**src/rtl/ccsr_pkg.sv**
```systemverilog
package ccsr_pkg;
  typedef enum logic [2:0] {
    MD_LOAD  = 3'd0,
    MD_UP    = 3'd1,
    MD_DOWN  = 3'd2,
    MD_SHUP  = 3'd3,
    MD_SHDN  = 3'd4,
    MD_INV   = 3'd5,
    MD_CLR   = 3'd6,
    MD_HOLD  = 3'd7
  } mode_t;

  function automatic logic is_count(mode_t m);
    return (m == MD_UP) || (m == MD_DOWN);
  endfunction

  function automatic logic is_shift(mode_t m);
    return (m == MD_SHUP) || (m == MD_SHDN);
  endfunction
endpackage

```
**src/rtl/ccsr_rst_sync.sv**
```systemverilog
module ccsr_rst_sync #(
  parameter int STAGES = 2
) (
  input  logic clk,
  input  logic rst_n,
  output logic rst_sync_n
);
  logic [STAGES-1:0] chain_q;

  always_ff @(posedge clk or negedge rst_n) begin
    if (!rst_n) chain_q <= '0;
    else        chain_q <= {chain_q[STAGES-2:0], 1'b1};
  end

  assign rst_sync_n = chain_q[STAGES-1];
endmodule

```
**src/rtl/ccsr_next.sv**
```systemverilog
module ccsr_next
  import ccsr_pkg::*;
#(
  parameter int WIDTH = 4
) (
  input  mode_t             mode,
  input  logic              en_par_n,
  input  logic              en_chain_n,
  input  logic [WIDTH-1:0]  q,
  input  logic [WIDTH-1:0]  preset,
  input  logic              ser_dn,
  output logic [WIDTH-1:0]  q_nxt,
  output logic              upd
);
  localparam logic [WIDTH-1:0] STEP = WIDTH'(1);

  logic [WIDTH-1:0] sh_up;
  logic [WIDTH-1:0] sh_dn;
  logic             cnt_ok;

  // shift lanes: each bit takes its lower (up) or upper (down) neighbour
  assign sh_up[0]       = en_chain_n;
  assign sh_dn[WIDTH-1] = ser_dn;
  for (genvar b = 1; b < WIDTH; b++) begin : g_up
    assign sh_up[b] = q[b-1];
  end
  for (genvar b = 0; b < WIDTH-1; b++) begin : g_dn
    assign sh_dn[b] = q[b+1];
  end

  assign cnt_ok = !en_par_n && !en_chain_n;

  always_comb begin
    q_nxt = q;
    upd   = 1'b1;
    case (mode)
      MD_LOAD: q_nxt = preset;
      MD_UP:   begin q_nxt = q + STEP; upd = cnt_ok; end
      MD_DOWN: begin q_nxt = q - STEP; upd = cnt_ok; end
      MD_SHUP: q_nxt = sh_up;
      MD_SHDN: q_nxt = sh_dn;
      MD_INV:  q_nxt = ~q;
      MD_CLR:  q_nxt = '0;
      MD_HOLD: upd   = 1'b0;
      default: upd   = 1'b0;
    endcase
  end
endmodule

```
**src/rtl/ccsr_tc.sv**
```systemverilog
module ccsr_tc
  import ccsr_pkg::*;
#(
  parameter int WIDTH = 4
) (
  input  mode_t            mode,
  input  logic             en_chain_n,
  input  logic [WIDTH-1:0] q,
  output logic             tc_n
);
  localparam logic [WIDTH-1:0] TOP_VAL = '1;
  localparam logic [WIDTH-1:0] BOT_VAL = '0;

  always_comb begin
    tc_n = 1'b1;
    case (mode)
      MD_UP:   if (!en_chain_n && q == TOP_VAL) tc_n = 1'b0;
      MD_DOWN: if (!en_chain_n && q == BOT_VAL) tc_n = 1'b0;
      MD_SHUP,
      MD_SHDN: tc_n = q[WIDTH-1];
      default: tc_n = 1'b1;
    endcase
  end
endmodule

```
**src/rtl/ccsr_stage.sv**
```systemverilog
module ccsr_stage
  import ccsr_pkg::*;
#(
  parameter int WIDTH = 4
) (
  input  logic             clk,
  input  logic             rst_n,
  input  logic [2:0]       mode_sel,
  input  logic             cnt_en_par_n,
  input  logic             cnt_en_chain_n,
  input  logic [WIDTH-1:0] preset_in,
  input  logic             ser_dn_in,
  output logic [WIDTH-1:0] q,
  output logic             tc_n
);
  mode_t            mode;
  logic             rst_sync_n;
  logic [WIDTH-1:0] q_r;
  logic [WIDTH-1:0] q_nxt;
  logic             upd;

  assign mode = mode_t'(mode_sel);

  ccsr_rst_sync #(.STAGES(2)) i_rst_sync (
    .clk        (clk),
    .rst_n      (rst_n),
    .rst_sync_n (rst_sync_n)
  );

  ccsr_next #(.WIDTH(WIDTH)) i_next (
    .mode       (mode),
    .en_par_n   (cnt_en_par_n),
    .en_chain_n (cnt_en_chain_n),
    .q          (q_r),
    .preset     (preset_in),
    .ser_dn     (ser_dn_in),
    .q_nxt      (q_nxt),
    .upd        (upd)
  );

  ccsr_tc #(.WIDTH(WIDTH)) i_tc (
    .mode       (mode),
    .en_chain_n (cnt_en_chain_n),
    .q          (q_r),
    .tc_n       (tc_n)
  );

  always_ff @(posedge clk or negedge rst_sync_n) begin
    if (!rst_sync_n)  q_r <= '0;
    else if (upd)     q_r <= q_nxt;
  end

  assign q = q_r;

  // register behaviour per mode, checked one edge later
  p_load_r2: assert property (@(posedge clk) disable iff (!rst_sync_n)
    (mode == MD_LOAD) |=> (q_r == $past(preset_in)));
  p_up_r3: assert property (@(posedge clk) disable iff (!rst_sync_n)
    (mode == MD_UP && !cnt_en_par_n && !cnt_en_chain_n) |=> (q_r == $past(q_r) + WIDTH'(1)));
  p_down_r4: assert property (@(posedge clk) disable iff (!rst_sync_n)
    (mode == MD_DOWN && !cnt_en_par_n && !cnt_en_chain_n) |=> (q_r == $past(q_r) - WIDTH'(1)));
  p_stall_r5: assert property (@(posedge clk) disable iff (!rst_sync_n)
    (is_count(mode) && (cnt_en_par_n || cnt_en_chain_n)) |=> $stable(q_r));
  p_shup_r6: assert property (@(posedge clk) disable iff (!rst_sync_n)
    (mode == MD_SHUP) |=> (q_r[0] == $past(cnt_en_chain_n)));
  p_shdn_r7: assert property (@(posedge clk) disable iff (!rst_sync_n)
    (mode == MD_SHDN) |=> (q_r[WIDTH-1] == $past(ser_dn_in)));
  p_inv_r8: assert property (@(posedge clk) disable iff (!rst_sync_n)
    (mode == MD_INV) |=> (q_r == ~$past(q_r)));
  p_clr_r9: assert property (@(posedge clk) disable iff (!rst_sync_n)
    (mode == MD_CLR) |=> (q_r == '0));
  p_hold_r9: assert property (@(posedge clk) disable iff (!rst_sync_n)
    (mode == MD_HOLD) |=> $stable(q_r));
  // terminal count in count-up with the stage enabled announces the wrap
  p_wrap_r10: assert property (@(posedge clk) disable iff (!rst_sync_n)
    (mode == MD_UP && !cnt_en_par_n && !tc_n) |=> (q_r == '0));
  p_tcidle_r12: assert property (@(posedge clk) disable iff (!rst_sync_n)
    (!is_count(mode) && !is_shift(mode)) |-> tc_n);
endmodule

```
**config.mk**
```make
export PLATFORM = sky130hd
export DESIGN_NAME = ccsr_stage
export DESIGN_NICKNAME = d
export VERILOG_FILES = /design/src/rtl/ccsr_pkg.sv /design/src/rtl/ccsr_rst_sync.sv /design/src/rtl/ccsr_next.sv /design/src/rtl/ccsr_tc.sv /design/src/rtl/ccsr_stage.sv
export SDC_FILE = /design/constraint.sdc
export NUM_CORES = 1
export LEC_CHECK = 0
export BUFFER_PORTS_ARGS = -buffer_cell sky130_fd_sc_hd__buf_2
export CORE_MARGIN = 5
export CORE_UTILIZATION = 40
export CTS_CLUSTER_DIAMETER = 80
export DETAILED_ROUTE_END_ITERATION = 10
export GPL_ROUTABILITY_DRIVEN = 0
export PLACE_DENSITY = 0.64
export SETUP_SLACK_MARGIN = 0.02
export SLEW_MARGIN = 40
export SYNTH_ARGS = -nofsm -noshare
export SYNTH_HDL_FRONTEND = slang
export SYNTH_SLANG_ARGS = --single-unit
```
**constraint.sdc**
```tcl
create_clock -name clk -period 1.4 [get_ports clk]
set_input_delay 0.07 -clock clk [delete_from_list [all_inputs] [get_ports clk]]
set_output_delay 0.07 -clock clk [all_outputs]
set_load 0.05 [all_outputs]
```
==> results of run 1 <==
[layout make-up]
type | count | share of cell area
clock buffers | 3 | 0.0252
flip-flops and latches | 6 | 0.171
inverters | 4 | 0.0196
well taps | 16 | 0.0224
multi-input cells | 59 | 0.529
repair buffers | 31 | 0.234
[synth_stat cells, drive strengths merged, types with 2 or more instances]
library cell	instances
a221oi	2
mux2i	3
or2	2
o21ai	6
or4	2
inv	4
o211ai	2
buf	7
nor4	2
o21a	5
nand2b	4
xnor2	4
nor2	5
dfrtp	6
nor3b	5
[registers in the layout (all words and copies together), names as in the netlist]
signal,cells
i_rst_sync.chain_q,2
q,4
[worst paths after layout]
path,from,end,cells after the start
max in group asynchronous,i_rst_sync.chain_q[1],q[0],0
worst min-delay path,i_rst_sync.chain_q[1],q[3],0
worst max-delay path,q[1],tc_n,5
worst max register to register,q[1],q[2],8
min in group clk,preset_in[1],q[1],4
worst min register to register,i_rst_sync.chain_q[1],q[3],0
[per-stage QoR]
step	setup WS (ns)	total power [mW]	std cells
after global placement	-0.105	0.848	113
final	-0.316	1.09	119
after floorplan	-0.313	0.691	76
after detailed placement	-0.104	0.856	113
after global routing	-0.402	1.16	119
after CTS	-0.293	1.08	119
[logic make-up (layout without fill, tap and decap cells)]
group	count (synthesis)	after routing	share of synthesized area
muxes	5	5	0.0966
AOI/OAI and AO/OA	21	21	0.233
xor gates and xnor gates	5	5	0.0663
DFF	6	6	0.227
and+or+nand+nor	26	26	0.263
other	1	1	0.00568
adders and majority gates	1	1	0.0189
buffers and inverters	11	38	0.0890
[repair_timing]
action / in CTS / in global routing
hold endpoints to repair: 2 / 0
resized for setup: 5 / 2
pin swaps: 4 / 2
hold buffers: 1 / 0
setup buffers: 2 / 0
endpoints found under the setup margin: 4 / 5
[metal layers]
layer  share of wire  up-vias  routed length (µm)
li1                -      340                   -
met1            0.47      322                 825
met5               0        -                   0
met4           0.011        0                  19
met2            0.48       16                 844
met3           0.046        2                  82
[power by group through the flow]
stage	Sequential, mW	Clock [mW]	Combinational (mW)
final	0.255	0.172	0.668
after global placement	0.256	0	0.591
after floorplan	0.365	0	0.326
after CTS	0.254	0.173	0.652
after global routing	0.261	0.184	0.717
after detailed placement	0.256	0	0.600
==> results.py, run 1 <==
metrics = {
    "routing": {
        "routedWlPerCell_um": 14.9,
        "via_count": 680,
        "drc": 0,
        "routed_via_density": 5.71,
        "routed_wl_mm": 1.77,
        "drtPass1Iterations": 4,
        "drt_iter0_drc": 23,
        "ant_nets": 0,
    },
    "logic_synthesis": {
        "synth-seq-cells": 6,
        "yosysWarningCount": 0,
        "synth_ff_type": "dfrtp_1",
        "yosys.area.top_type": "dfrtp_1",
        "synth_fp_nets": 89,
        "async_flop_share": 1.00,
        "syn_area_per_cell_um2": 8.69,
        "synth.distinct_cells": 39,
        "ys_seq_area_frac": 0.227,
        "syn-instance-count": 76,
        "syn_area_um2": 661,
        "yosysTopAreaCellShare": 0.227,
        "synth_edf_count": 0,
        "ys_top_cells_by_area": "dfrtp_1 23%, o21a_1 5.7%, xnor2_1 5.3%, mux2i_1 4.5%, buf_2 3.8%",
    },
    "floorplanning": {
        "rows": 14,
        "fp.coreArea_um2": 1540,
        "start_util": 0.429,
        "die-width_um": 50.6,
        "fp.dieArea_um2": 2560,
        "io_pins": 17,
        "die_y_um": 50.6,
    },
    "clocking": {
        "root_buffer": "clkbuf_4",
        "cts.clk_slew.worst_paths_ns": 0.06,
        "insertion_delay_ns": 0.26,
        "htree_levels": 1,
        "clk_path_buf_depth": 2,
        "cts_tree": "built",
        "cts.sinks": 6,
        "cts_buffers": 3,
    },
    "pwr": {
        "p_seq_frac": 0.233,
        "power_frac_comb": 0.610,
        "p_per_area_nw_per_um2": 1220,
        "p_leak_nw": 0.388,
        "switching_share": 0.438,
        "switching_power_mw": 0.480,
        "clkPwrFrac": 0.157,
        "ir_worst_vdd_mv": 0.612,
        "p_int_mw": 0.615,
    },
    "final_layout": {
        "multi_input_area_um2": 473,
        "fillers": 142,
        "final_cell_mix": "15 x buf_2, 12 x buf_4, 5 x nor2_1",
        "fin_nets": 118,
        "diodes": 0,
        "final_area_um2": 895,
        "layout_commonest_cell": "buf_2",
        "postLayoutCoreUtil": 0.580,
        "drive_gt1_frac": 0.447,
        "area_growth_pct": 35.4,
        "seqCellArea_um2": 153,
    },
    "critical_path": {
        "cp_max_fo": 2,
        "regToRegSetupSlack_ns": -0.21,
        "critPathMaxStageDelay_ns": 0.40,
        "critPathRequiredTime_ns": 1.33,
        "critPathKind": "reg -> out",
        "cp_top_family": "simple AND/OR/NAND/NOR gates",
        "cp-end-kind": "output pin",
        "cp.buffers_inverters": 1,
        "critPathSlowestCell": "dfrtp_2",
        "arrival_ns": 1.65,
        "path_cells": "nor4_2, nor2_1, or4_1, o21a_2, buf_6",
        "critPathLaunchType": "flip-flop",
    },
    "run_status": {
        "status": "complete, but fails checks",
        "violations": "negative setup slack",
    },
    "timing": {
        "finClkSkew_ns": 0.0121,
        "period_share": 1.23,
        "setup_tns_ns": -0.727,
        "grt_setup_unrepaired": "true",
        "worst_slack_ns": -0.316,
        "fin_crit_ns": 1.72,
        "hold_viol_final": 0,
        "timing.fmax_mhz": 583,
        "finalSetupViolCount": 4,
        "drv_slew": 0,
        "holdWs_ns": 0.0610,
    },
    "grt": {
        "grtUsageMet1": 0.189,
        "grt_pass1_vias": 643,
        "use_met2": 0.219,
        "use_met3": 0.0473,
        "grt_pass1_wl_mm": 2.88,
        "grt-ovfl-total": 0,
        "antenna_found_initial": 0,
        "grt_max_degree": 22,
        "grtUsageTotal": 0.146,
        "busiest_layer": "met2",
    },
    "worst_hold_path": {
        "hold_class": "reg -> async",
    },
    "placement": {
        "port_buffers": 16,
        "dp_hpwl_mm": 1.27,
        "dpl_cell_area_um2": 817,
    },
    "flow_run": {
        "drv_cap": 0,
    },
}
No activity file was read; power rests on OpenSTA's default activity.
==> inputs of run 2 (changes only) <==
--- a/config.mk
+++ b/config.mk
@@ -5,6 +5,7 @@
 export SDC_FILE = /design/constraint.sdc
 export NUM_CORES = 1
 export LEC_CHECK = 0
+export ABC_AREA = 1
 export BUFFER_PORTS_ARGS = -buffer_cell sky130_fd_sc_hd__buf_2
 export CORE_MARGIN = 5
 export CORE_UTILIZATION = 40
==> run 2 against run 1 <==
The flow now finishes without violations; clock-buffer cell count is 1 higher; global-route usage is 0.14 points higher; register-to-register slack better by 0.35 ns; power is 16% lower; critical path depth is 1 lower; cell count is 34% higher; final area is 4.6% lower; critical path type unchanged; critical endpoint unchanged; largest cell class unchanged; highest routed layer is now met3.
==> results.py, run 2 <==
metrics = {
    "clocking": {
        "insertion_delay_ns": 0.25,
        "htree_levels": 1,
        "cts.clk_slew.worst_paths_ns": 0.05,
        "cts_tree": "built",
        "cts.sinks": 6,
        "clk_path_buf_depth": 2,
        "cts_buffers": 3,
        "root_buffer": "clkbuf_4",
    },
    "final_layout": {
        "diodes": 0,
        "final_cell_mix": "46 x nand2_1, 15 x nor2_1, 15 x buf_2, 12 x buf_4",
        "fin_nets": 158,
        "postLayoutCoreUtil": 0.573,
        "largest_register_ffs": 4,
        "final-instance-count-excl-fill": 160,
        "drive_gt1_frac": 0.299,
        "layout_commonest_cell": "nand2_1",
        "area_growth_pct": 37.2,
        "final_area_um2": 853,
        "fillers": 156,
    },
    "grt": {
        "grtUsageTotal": 0.147,
        "grt-ovfl-total": 0,
        "grt_pass1_wl_mm": 2.92,
        "grt_max_degree": 8,
        "grt_pass1_vias": 711,
        "antenna_found_initial": 0,
    },
    "critical_path": {
        "cp-end-kind": "output pin",
        "cp.buffers_inverters": 2,
        "critPathLaunchType": "flip-flop",
        "critPathRequiredTime_ns": 1.33,
        "critPathMaxStageDelay_ns": 0.43,
        "arrival_ns": 1.24,
        "critPathKind": "reg -> out",
        "cp_max_fo": 5,
        "cp_top_family": "flip-flops",
        "regToRegSetupSlack_ns": 0.14,
        "path_cells": "buf_4, a21oi_1, nand3_1, buf_6",
        "critPathSlowestCell": "dfrtp_2",
    },
    "logic_synthesis": {
        "syn-instance-count": 112,
        "yosys.area.top_type": "nand2_1",
        "yosysWarningCount": 0,
        "yosysTopAreaCellShare": 0.284,
        "syn_area_per_cell_um2": 5.55,
        "synth_edf_count": 0,
        "async_flop_share": 1.00,
        "synth_ff_type": "dfrtp_1",
        "synth_fp_nets": 125,
        "syn_area_um2": 622,
        "synth.distinct_cells": 17,
        "ys_top_cells_by_area": "nand2_1 28%, dfrtp_1 24%, nor2_1 9.1%, nand3_1 8.0%, inv_1 7.2%",
        "yosysMostFrequentCell": "nand2_1",
        "synth_commonest_cells": "47 x nand2_1, 15 x nor2_1, 12 x inv_1",
        "synth-seq-cells": 6,
        "ys_seq_area_frac": 0.241,
    },
    "pwr": {
        "p_per_area_nw_per_um2": 1070,
        "ir_worst_vdd_mv": 0.664,
        "p_leak_nw": 0.490,
        "p_total_mw": 0.915,
    },
    "worst_hold_path": {
        "hold_class": "reg -> async",
    },
    "floorplanning": {
        "fp.coreArea_um2": 1490,
        "fp.dieArea_um2": 2440,
        "die_y_um": 49.4,
        "io_pins": 17,
        "die-width_um": 49.4,
        "start_util": 0.418,
        "rows": 14,
    },
    "timing": {
        "fin_crit_ns": 1.31,
        "finClkSkew_ns": 0.0117,
        "finalSetupViolCount": 0,
        "setup_tns_ns": 0,
        "drv_slew": 0,
        "hold_viol_final": 0,
        "grt_setup_unrepaired": "true",
        "period_share": 0.938,
        "timing.fmax_mhz": 762,
        "holdWs_ns": 0.0493,
        "worst_slack_ns": 0.0869,
    },
    "routing": {
        "routedWlPerCell_um": 11.0,
        "drtPass1Iterations": 4,
        "drc": 0,
        "routed_via_density": 5.06,
        "drt_iter0_drc": 22,
        "ant_nets": 0,
        "routed_wl_mm": 1.76,
        "via_count": 810,
    },
    "flow_run": {
        "drv_cap": 0,
    },
    "placement": {
        "pre_cts_slack_ns": 0.0330,
        "placed_cells": 151,
        "dp_hpwl_mm": 1.36,
        "port_buffers": 16,
        "dpl_cell_area_um2": 776,
    },
    "run_status": {
        "status": "finished clean",
    },
}
==> run 2: changes by cell type after synthesis, sizes merged, moves of 4 or more <==
| cell | change |
|---|---|
| buf | -6 |
| o21a | -5 |
| xnor2 | -4 |
| nand2b | -4 |
| nand3 | +10 |
| nor2 | +10 |
| nand2 | +48 |
| inv | +8 |
| nor3b | -5 |
==> run 2: timing repair <==
action / in CTS / in global routing
resized for setup: 3 / 3
setup endpoints to repair: 1 / 2
hold buffers: 1 / 0
hold endpoints to repair: 2 / 0
pin swaps: 0 / 3
buffers inserted: 4 / 0
cloned: 0 / 0
==> run 2: area by class of cell <==
| class | instances | area, µm² | area share |
|---|---|---|---|
| multi-input combinational | 93 | 420 | 0.493 |
| tap | 16 | 20.0 | 0.0235 |
| inverter | 12 | 45.0 | 0.0528 |
| timing repair buffer | 29 | 186 | 0.218 |
| clock buffer | 4 | 26.3 | 0.0308 |
| sequential | 6 | 155 | 0.182 |
==> run 2: cells by family (layout without fill, tap and decap cells) <==
group                      Yosys count  after routing  synth area share
DFF                                  6              6             0.241
adders and majority gates            1              1            0.0201
and+or+nand+nor                     79             79             0.541
other                                1              1           0.00603
buffers and inverters               13             45            0.0905
AOI/OAI and AO/OA                   12             12             0.101
==> run 2: worst paths after layout <==
path | from | end | cells after the start
worst max-delay path | q[3] | tc_n | 4
worst min-delay path | i_rst_sync.chain_q[1] | q[2] | 0
worst max register to register | q[1] | q[2] | 11
worst min register to register | i_rst_sync.chain_q[1] | q[2] | 0
max in group asynchronous | i_rst_sync.chain_q[1] | q[3] | 0
min in group clk | preset_in[0] | q[0] | 3
==> run 2: power breakdown <==
group | internal (mW) | switching, mW | total [mW]
combinational | 0.179 | 0.315 | 0.494
clock | 0.108 | 0.0642 | 0.172
sequential | 0.209 | 0.0403 | 0.249
==> run 2: metal layers <==
| metal | GRT usage | vias to the layer above | wire length (µm) |
|---|---|---|---|
| met5 | 0 | - | 0 |
| met4 | 0.0393 | 0 | 0 |
| met3 | 0.0520 | 0 | 111 |
| met2 | 0.227 | 33 | 841 |
| met1 | 0.192 | 358 | 802 |
| li1 | - | 419 | - |
